===== config.mk =====
export PLATFORM = sky130hd
export DESIGN_NAME = rxdesc_dma
export DESIGN_NICKNAME = d
export VERILOG_FILES = /design/src/rtl/rxdesc_pkg.sv /design/src/rtl/rxdesc_next_sel.sv /design/src/rtl/rxdesc_lane_merge.sv /design/src/rtl/rxdesc_status_word.sv /design/src/rtl/rxdesc_dma.sv
export SDC_FILE = /design/constraint.sdc
export NUM_CORES = 1
export LEC_CHECK = 0
export CAP_MARGIN = 20
export CELL_PAD_IN_SITES_DETAIL_PLACEMENT = 1
export CELL_PAD_IN_SITES_GLOBAL_PLACEMENT = 2
export CORE_MARGIN = 2
export CORE_UTILIZATION = 33
export DETAILED_ROUTE_END_ITERATION = 7
export PLACE_DENSITY = 0.9
export SETUP_SLACK_MARGIN = 0.4
export SLEW_MARGIN = 20
export SYNTH_ARGS = -nofsm -noshare
export SYNTH_HDL_FRONTEND = slang
export SYNTH_HIERARCHICAL = 1
export SYNTH_SLANG_ARGS = --single-unit

===== constraint.sdc =====
create_clock -name clk -period 4.3 [get_ports clk]
set_clock_uncertainty 0.1 [all_clocks]
set_input_delay 0.43 -clock clk [delete_from_list [all_inputs] [get_ports clk]]
set_output_delay 0.43 -clock clk [all_outputs]
set_load 0.05 [all_outputs]

===== src/rtl/rxdesc_pkg.sv =====
package rxdesc_pkg;
  typedef enum logic [2:0] {
    S_IDLE, S_DRAIN, S_RD, S_CHK, S_XFER, S_WR, S_BUFEND, S_WB
  } rx_st_t;

  localparam logic [2:0] PS_STOP  = 3'd0;
  localparam logic [2:0] PS_FETCH = 3'd1;
  localparam logic [2:0] PS_WAIT  = 3'd3;
  localparam logic [2:0] PS_SUSP  = 3'd4;
  localparam logic [2:0] PS_CLOSE = 3'd5;
  localparam logic [2:0] PS_XFER  = 3'd7;

  localparam int W0_OWN   = 31;
  localparam int W0_LEN   = 16;
  localparam int W0_ERR   = 14;
  localparam int W0_FIRST = 9;
  localparam int W0_LAST  = 8;
  localparam int W0_TYPE  = 5;
  localparam int W1_NOINT = 31;
  localparam int W1_RING  = 25;
  localparam int W1_CHAIN = 24;
  localparam int W1_SZ2   = 11;
  localparam int W1_SZ1   = 0;
endpackage


===== src/rtl/rxdesc_next_sel.sv =====
module rxdesc_next_sel #(
  parameter int ADDR_W = 32,
  parameter int STRIDE = 16
) (
  input  logic [ADDR_W-1:0] cur,
  input  logic [ADDR_W-1:0] base,
  input  logic [ADDR_W-1:0] link,
  input  logic              end_ring,
  input  logic              chained,
  output logic [ADDR_W-1:0] next
);
  localparam logic [ADDR_W-1:0] STEP = ADDR_W'(STRIDE);
  always_comb begin
    if (end_ring)     next = base;
    else if (chained) next = link;
    else              next = cur + STEP;
  end
endmodule


===== src/rtl/rxdesc_lane_merge.sv =====
module rxdesc_lane_merge #(
  parameter int LANES = 4
) (
  input  logic [LANES*8-1:0]         word_in,
  input  logic [LANES-1:0]           be_in,
  input  logic [$clog2(LANES)-1:0]   lane,
  input  logic [7:0]                 byte_in,
  output logic [LANES*8-1:0]         word_out,
  output logic [LANES-1:0]           be_out
);
  localparam int LW = $clog2(LANES);
  for (genvar i = 0; i < LANES; i++) begin : g_lane
    assign word_out[i*8 +: 8] = (lane == LW'(i)) ? byte_in : word_in[i*8 +: 8];
    assign be_out[i]          = (lane == LW'(i)) | be_in[i];
  end
endmodule


===== src/rtl/rxdesc_status_word.sv =====
module rxdesc_status_word
  import rxdesc_pkg::*;
#(
  parameter int LEN_W = 14
) (
  input  logic [LEN_W-1:0] len,
  input  logic             first,
  input  logic             last,
  input  logic             err,
  output logic [31:0]      word
);
  always_comb begin
    word = '0;
    word[W0_LEN +: LEN_W] = len;
    word[W0_ERR]   = err;
    word[W0_FIRST] = first;
    word[W0_LAST]  = last;
    word[W0_TYPE]  = 1'b1;
    word[W0_OWN]   = 1'b0;
  end
endmodule


===== src/rtl/rxdesc_dma.sv =====
module rxdesc_dma
  import rxdesc_pkg::*;
#(
  parameter int ADDR_W = 32,
  parameter int LEN_W  = 14,
  parameter int BSZ_W  = 11,
  parameter int STRIDE = 16
) (
  input  logic              clk,
  input  logic              rst,
  input  logic              rx_en,
  input  logic              dma_start,
  input  logic [ADDR_W-1:0] ring_base,
  input  logic              flush_clr,
  input  logic              clr_unavail,
  input  logic              clr_complete,
  input  logic              in_valid,
  input  logic [7:0]        in_data,
  input  logic              in_sof,
  input  logic              in_eof,
  output logic              in_ready,
  output logic              mem_req,
  output logic              mem_we,
  output logic [ADDR_W-1:0] mem_addr,
  output logic [31:0]       mem_wdata,
  output logic [3:0]        mem_be,
  input  logic [31:0]       mem_rdata,
  input  logic              mem_ack,
  output logic [2:0]        proc_state,
  output logic              unavail,
  output logic              complete,
  output logic              flush_o,
  output logic [ADDR_W-1:0] cur_desc,
  output logic [ADDR_W-1:0] cur_buf
);
  localparam int PAD_N = 4;
  localparam int PAD_W = $clog2(PAD_N);

  rx_st_t             st;
  logic [31:0]        dw [4];
  logic [1:0]         wcnt;
  logic [BSZ_W-1:0]   buf_size, buf_cnt;
  logic               buf_sel, first_desc, eof_seen, closing, err_q;
  logic [PAD_W-1:0]   pad_cnt;
  logic [LEN_W-1:0]   total;
  logic [31:0]        wdata_q;
  logic [3:0]         be_q;
  logic [ADDR_W-1:0]  wr_addr;

  logic [ADDR_W-1:0]  byte_addr, next_desc;
  logic [31:0]        merged, status_word;
  logic [3:0]         merged_be;
  logic               byte_avail, is_last, buf_full, last_in_buf;
  logic [7:0]         byte_val;

  assign byte_addr   = cur_buf + ADDR_W'(buf_cnt);
  assign byte_avail  = eof_seen | in_valid;
  assign byte_val    = eof_seen ? 8'h00 : in_data;
  assign is_last     = eof_seen && (pad_cnt == PAD_W'(PAD_N - 1));
  assign buf_full    = (buf_cnt == buf_size);
  assign last_in_buf = ((buf_cnt + BSZ_W'(1)) == buf_size);

  rxdesc_lane_merge #(.LANES(4)) u_merge (
    .word_in(wdata_q), .be_in(be_q), .lane(byte_addr[1:0]), .byte_in(byte_val),
    .word_out(merged), .be_out(merged_be)
  );

  rxdesc_next_sel #(.ADDR_W(ADDR_W), .STRIDE(STRIDE)) u_next (
    .cur(cur_desc), .base(ring_base), .link(dw[3][ADDR_W-1:0]),
    .end_ring(dw[1][W1_RING]), .chained(dw[1][W1_CHAIN]), .next(next_desc)
  );

  rxdesc_status_word #(.LEN_W(LEN_W)) u_status (
    .len(total), .first(first_desc), .last(closing), .err(err_q), .word(status_word)
  );

  always_comb begin
    case (st)
      S_IDLE:  in_ready = !(rx_en && dma_start && in_sof);
      S_DRAIN: in_ready = 1'b1;
      S_XFER:  in_ready = !eof_seen && !buf_full;
      default: in_ready = 1'b0;
    endcase
    mem_req   = (st == S_RD) || (st == S_WR) || (st == S_WB);
    mem_we    = (st == S_WR) || (st == S_WB);
    mem_wdata = (st == S_WB) ? status_word : wdata_q;
    mem_be    = (st == S_WR) ? be_q : 4'hf;
    case (st)
      S_RD:    mem_addr = cur_desc + ADDR_W'({wcnt, 2'b00});
      S_WR:    mem_addr = wr_addr;
      default: mem_addr = cur_desc;
    endcase
  end

  always_ff @(posedge clk) begin
    if (rst) begin
      st <= S_IDLE; wcnt <= '0; buf_size <= '0; buf_cnt <= '0; buf_sel <= 1'b0;
      first_desc <= 1'b0; eof_seen <= 1'b0; closing <= 1'b0; err_q <= 1'b0;
      pad_cnt <= '0; total <= '0; wdata_q <= '0; be_q <= '0; wr_addr <= '0;
      proc_state <= PS_STOP; unavail <= 1'b0; complete <= 1'b0; flush_o <= 1'b0;
      cur_desc <= '0; cur_buf <= '0;
      for (int i = 0; i < 4; i++) dw[i] <= '0;
    end else begin
      if (clr_unavail) begin
        unavail <= 1'b0;
        if (proc_state == PS_SUSP) proc_state <= PS_WAIT;
      end
      if (clr_complete) complete <= 1'b0;
      if (flush_clr) flush_o <= 1'b0;
      case (st)
        S_IDLE: if (in_valid) begin
          if (rx_en && dma_start && in_sof) begin
            if (cur_desc == '0) cur_desc <= ring_base;
            total <= '0; first_desc <= 1'b1; eof_seen <= 1'b0; pad_cnt <= '0;
            closing <= 1'b0; err_q <= 1'b0; wcnt <= '0;
            proc_state <= PS_FETCH; st <= S_RD;
          end else if (!in_eof) st <= S_DRAIN;
        end
        S_DRAIN: if (in_valid && in_eof) st <= S_IDLE;
        S_RD: if (mem_ack) begin
          dw[wcnt] <= mem_rdata;
          wcnt <= wcnt + 2'd1;
          if (wcnt == 2'd3) st <= S_CHK;
        end
        S_CHK: if (!dw[0][W0_OWN]) begin
          if (first_desc) begin
            unavail <= 1'b1; complete <= 1'b1; proc_state <= PS_SUSP; st <= S_DRAIN;
          end else begin
            err_q <= !flush_o; closing <= 1'b1; proc_state <= PS_CLOSE; st <= S_WB;
          end
        end else begin
          cur_buf <= dw[2][ADDR_W-1:0]; buf_size <= dw[1][W1_SZ1 +: BSZ_W];
          buf_cnt <= '0; buf_sel <= 1'b0; proc_state <= PS_XFER; st <= S_XFER;
        end
        S_XFER: if (buf_full) st <= S_BUFEND;
        else if (byte_avail) begin
          wdata_q <= merged; be_q <= merged_be;
          wr_addr <= {byte_addr[ADDR_W-1:2], 2'b00};
          buf_cnt <= buf_cnt + BSZ_W'(1);
          total   <= total + LEN_W'(1);
          if (eof_seen) pad_cnt <= pad_cnt + PAD_W'(1);
          else if (in_eof) eof_seen <= 1'b1;
          if (byte_addr[1:0] == 2'd3 || last_in_buf || is_last) begin
            closing <= is_last; st <= S_WR;
          end
        end
        S_WR: if (mem_ack) begin
          wdata_q <= '0; be_q <= '0;
          if (closing) begin proc_state <= PS_CLOSE; st <= S_WB; end
          else if (buf_full) st <= S_BUFEND;
          else st <= S_XFER;
        end
        S_BUFEND: if (!buf_sel && !dw[1][W1_CHAIN]) begin
          buf_sel <= 1'b1; cur_buf <= dw[3][ADDR_W-1:0];
          buf_size <= dw[1][W1_SZ2 +: BSZ_W]; buf_cnt <= '0; st <= S_XFER;
        end else st <= S_WB;
        S_WB: if (mem_ack) begin
          first_desc <= 1'b0;
          cur_desc   <= next_desc;
          if (closing) begin
            if (!dw[1][W1_NOINT]) complete <= 1'b1;
            flush_o <= 1'b1; proc_state <= PS_WAIT;
            st <= eof_seen ? S_IDLE : S_DRAIN;
          end else begin
            wcnt <= '0; st <= S_RD;
          end
        end
        default: st <= S_IDLE;
      endcase
    end
  end
endmodule


# After elaboration in Yosys (flattened, before gate mapping)
# Memory sizes are Yosys's and may differ from the RTL's.
# Cells that the tools add are included.
[classes] eq_ne=39 reduce_logical=45 n_mux=127 add_sub_neg=7 n_shift=0 n_mul=0 n_lt_le_gt_ge=0 div=0 n_bitwise=6
[op_table] op="$mux W32" n=13
[op_table] op="$pmux W32 S2" n=4
[op_table] op="$mux W11" n=6
[op_table] op="$mux W3" n=22
[op_table] op="$mux W14" n=4
[op_table] op="$mux W1" n=41
[op_table] op="$mux W8" n=5
[op_table] op="$reduce_and A5 Y1" n=8
[op_table] op="$ne A2 B2 Y1 const B" n=17
[op_table] op="$pmux W11 S3" n=1
[op_table] op="$add A32 B11 Y32" n=1
[op_table] op="$add A32 B4 Y32" n=1
[op_table] op="$add A32 B5 Y32 const B" n=1
[op_table] op="$logic_not A32 Y1" n=1
[op_table] op="$reduce_or A32 Y1" n=1
[op_table] op="$pmux W14 S2" n=1
[op_table] op="$mux W2" n=13
[op_table] op="$pmux W3 S8" n=1
[op_table] op="$eq A11 B11 Y1" n=2
[op_table] op="$pmux W11 S2" n=1
[op_table] op="$mux W4" n=4
[op_table] op="$eq A3 B3 Y1 const B" n=5
[op_table] op="$add A14 B1 Y14 const B" n=1
[op_table] op="$pmux W3 S4" n=1
[op_table] op="27 further kinds" n=69
[word_totals] rom_bits=0 inputBits=83 latch_bits=0 memories=1 output_inout_bits=141 word_cells=248 ff_bits=184 mem_bits_rw=128
[memory_table] name="dw" words=4 width=32 read_ports=4 rd_clocked_by_memory_dff=0 write_ports=4 line_no="rxdesc_dma.sv:40" rtl="logic [31:0] dw [4];"

# Depth between registers and ports, before layout
[depth] ltp_word=8 ltp_mapped=10 ltp_nobuf=9

# Hierarchy
# The synthesis kept the hierarchy.
[modules_own_cells] module="rxdesc_dma" cells_each=1673 area_per_inst_um2=14029.7 instances=1 seq_area_each_um2=6386.1
[modules_own_cells] module="rxdesc_next_sel" cells_each=173 area_per_inst_um2=1071.0 instances=1 seq_area_each_um2=0.0
[modules_own_cells] module="rxdesc_lane_merge" cells_each=42 area_per_inst_um2=432.9 instances=1 seq_area_each_um2=0.0
[modules_own_cells] module="rxdesc_status_word" cells_each=34 area_per_inst_um2=247.7 instances=1 seq_area_each_um2=0.0

# Worst setup path after synthesis
# OpenSTA, ideal clock, no wires.
[synth_timing] path_type="reg-to-output" startpoint="register cur_desc[13]" endpoint="output port mem_addr[25]" stages_incl_launch_ff=10 path_slack_ns=-0.210 arrival_time_ns=3.980 t_required_ns=3.770 path_buffers=3 cell_sequence="dfxtp_1 buf_2 and4_1 buf_2 and4_1 buf_2 nand4_1 nor2_1 nand3_1 o311ai_0"
[synth_via] elab_chain_len=2
[synth_lines] element="from (decl)" line_no="rxdesc_dma.sv:33" rtl="output logic [ADDR_W-1:0] cur_desc,"
[synth_lines] element="from (signal assigned)" line_no="rxdesc_dma.sv:113" rtl="if (cur_desc == '0) cur_desc <= ring_base;"
[synth_lines] element="from (signal assigned)" line_no="rxdesc_dma.sv:159" rtl="cur_desc <= next_desc;"
[synth_lines] element="$add A32 B4 Y32" line_no="rxdesc_dma.sv:89" rtl="S_RD: mem_addr = cur_desc + ADDR_W'({wcnt, 2'b00});"
[synth_lines] element="$pmux W32 S2" line_no="rxdesc_dma.sv:88" rtl="case (st)"
[synth_lines] element="to (decl)" line_no="rxdesc_dma.sv:24" rtl="output logic [ADDR_W-1:0] mem_addr,"
# Every way passes these cells.

# Final worst setup path
[layout_timing] startpoint="register cur_desc[6]" endpoint="output port mem_addr[14]"
# The elaborated chain is that of the path after synthesis.

==> run summary <==
Status: complete, no violations
Antenna violations before repair: 1
Clk buf depth: 3
Endpoints failing hold: 0
Post-Synthesis Cells: 1,922
Reg area: 0.00639 mm^2
DP Worst Slack: 0.663 ns
Vias/cell: 5.75
# IOs: 224
Crit Path Max Fanout: 14
WL/cell: 23.2 um
Min-delay worst type: input port to flop
Max incr delay on CP: 0.39 ns
Reg2reg start: st[1]
RSZ-0062 raised after global routing: yes
Sum of negative setup slack: 0 ns
Clock Latency Late Sink: 0.60 ns
CTS tree: yes
Via total after detailed routing: 15,600
Slew HR: 35.7%
CP Class: flop to output pin
Total Wirelength: 62,900 um
Top-area cell type share of the netlist area: 23.3%
GP Congestion: 0.951
Worst Setup Slack, final: 0.545 ns
Total track usage: 24.4%
Site Rows: 80
Worst IR Drop VDD: 0.333 mV
Die Y: 223 um
Die area: 0.0496 mm^2
Fill cells: 5,662
R2R depth: 8
Via count of the first global-routing pass: 15,500
Cells on Worst Hold Path: 4
Clock power frac: 38.8%
Count of cell types in the netlist: 80
Worst-path clk slew: 0.07 ns
Fmax achieved: 0.266 GHz
Largest net degree at the start of global routing: 87
R2R setup slack: 0.84 ns
Crit path top cell by count: and3_1
Leading area contributor after synthesis: dfxtp_1
Cells along the critical path: buf_4 > and4_1 > and3_1 > and3_1 > nand2_1 > o311ai_1 > clkbuf_2
Slowest cell on the critical path: and3_1
Fin crit period: 3.76 ns
Die width: 223 um
Global route overflow: 0
Worst Path Arrival: 3.23 ns
Setup violations, final: 0
Synth area leaders: dfxtp_1 (23%), edfxtp_1 (17%), nand2_1 (9.0%)
Final ANT Viol Nets: 0
Share of cells above drive strength 1: 9.80%
Synthesis Warnings: 6
Net Sw Power: 2.47 mW
Max_cap viols: 0
Post-CTS Hold Buffers: 0
Most frequent cells in the layout: nand2_1 (377), clkdlybuf4s50_1 (194), dfxtp_1 (182), nor2_1 (133), nand3_1 (130)
Startpoint Class: flop
Detailed placement HPWL: 45,200 um
#FFs+latches synth: 274
Ys async rst share: 0%
Clock sink total: 274
CP endpoint kind: output pin
First-pass DRT Iterations: 5
Switch share: 32.8%
Cell-internal power: 5.05 mW
Initial Util: 33.3%
Final Max Slew Viols: 0
Syn Std Cell Area: 0.0158 mm^2
Num CTS Buffers: 31
Worst slew pin tran: 0.962 ns
Power share of the combinational group: 21.8%
First-pass GRT wire length: 93,900 um
Placeable core area: 0.0474 mm^2
FF-to-FF End: cur_buf[30]
Syn_area_per_cell: 8.21 um^2
Register area share after synthesis: 40.5%
Most used DFF post-synth: dfxtp_1
Most common cell after layout, fill and taps aside: nand2_1
Leak: 7.17 nW
Synth-to-Final Area Change: 23.7%
Register share of total power: 39.4%
Min-delay src: rst
Total Nets Final: 2,170
Port Buffers: 223
DRC Markers: 0
P per Cell Area: 385 mW/mm^2
Final period util: 87.3%
Footprint of the multi-input gates: 0.00863 mm^2
Hold Path Sink: total[13]
CP Data Required Time: 3.77 ns
Post-synth EDFFs: 90
# H-tree levels: 1
Initial DRC count: 1,268
Root buffer cell: clkbuf_16
-- cells in the mapped netlist (5+ instances only) --
master,count
nand3_1,130
and4_1,9
o311ai_0,8
mux2i_1,8
nor2_1,136
inv_1,18
buf_4,33
a31oi_1,12
nand2b_1,13
nor2b_1,13
and3_1,47
and2_1,67
xnor2_1,32
nand4_1,34
ha_1,18
o211ai_1,15
edfxtp_1,90
dfxtp_1,184
a21oi_1,122
a221o_1,5
nor4_1,11
a311oi_1,83
or2_2,7
a211oi_1,5
buf_1,11
xor2_1,42
buf_2,19
mux2_2,36
o311ai_1,6
o22ai_1,12
nor3_1,13
a41oi_1,8
o21ai_1,21
clkbuf_1,108
a21o_1,9
or3_1,10
a22oi_1,16
o21ai_0,62
nand2_1,378
-- stage by stage --
step	cells	instance area, um^2	power (mW)	util, %	hold slack (ns)
after CTS	2705	19500	7.52	41.1	0.143
after global routing	2707	19500	7.74	41.1	0.169
after detailed placement	2647	18400	4.63	38.8	0.357
final	2708	19500	7.52	41.1	0.165
after global placement	2647	18400	4.60	38.8	0.344
after floorplan	1935	15800	3.94	-	0.332
-- per-layer routing --
metal	wire length, um	track usage (%)	vias to the layer above
li1	-	-	7171
met1	27500	32.7	7742
met2	29500	40.5	550
met3	3710	2.79	109
met4	2250	8.53	0
met5	0	0	-
-- area by class of cell --
type,count,area share (%)
Inverter,20,0.385
Clock inverter,20,1.31
Timing Repair Buffer,273,12.9
Sequential cell,274,32.7
Clock buffer,38,4.47
Tap cell,615,3.94
Antenna cell,1,0.0128
Multi-Input combinational cell,1467,44.2
-- power groups by stage --
stage / Clock [mW] / Combinational, mW / Sequential, mW
2_1_floorplan: 0 / 0.806 / 3.14
3_3_place_gp: 0 / 1.60 / 3.00
3_5_place_dp: 0 / 1.62 / 3.01
4_1_cts: 2.94 / 1.61 / 2.96
5_1_grt: 3.05 / 1.72 / 2.97
6_report: 2.92 / 1.64 / 2.96
-- repair_timing --
| item | CTS | global route |
|---|---|---|
| buffers inserted | 0 | 2 |
| pin swaps | 0 | 1 |
| gates resized for setup | 13 | 25 |
| endpoints found under the setup margin | 19 | 13 |
-- registers in the layout, indices dropped and copies added, names as in the netlist, 3 cells and up --
register,count
dw,90
buf_size,11
wdata_q,32
wr_addr,30
cur_desc,32
cur_buf,32
buf_cnt,11
st,3
proc_state,3
total,14
be_q,4
-- critical path: cells and delay by family, from the launching register on --
kind,cells,cell delay [ns]
and+or+nand+nor,4,1.36
buffers and inverters,2,0.56
AOI/OAI and AO/OA,1,0.37
DFF,1,0.31
-- how the worst max path moves through the flow --
stage / from / endpoint / slack [ns] / cells after the start
2_1_floorplan: cur_desc[13] / mem_addr[25] / 0.38 / 9
3_3_place_gp: wcnt[0] / mem_addr[22] / 0.83 / 7
3_5_place_dp: wcnt[0] / mem_addr[14] / 0.66 / 7
4_1_cts: cur_desc[6] / mem_addr[14] / 0.33 / 7
5_1_grt: wcnt[0] / mem_addr[14] / 0.35 / 7
6_report: cur_desc[6] / mem_addr[14] / 0.54 / 7
-- cell families after synthesis --
kind of cell             share of synthesized area (%)
AO/OA/AOI/OAI                                     17.7
XOR/XNOR                                          4.21
adder cells (fa/ha/maj)                           1.68
buffers and inverters                             5.65
flip-flops                                        40.5
multiplexers                                      3.08
other                                           0.0476
AND/OR/NAND/NOR                                   27.2
Note: power is estimated with default switching activity, not from simulation.
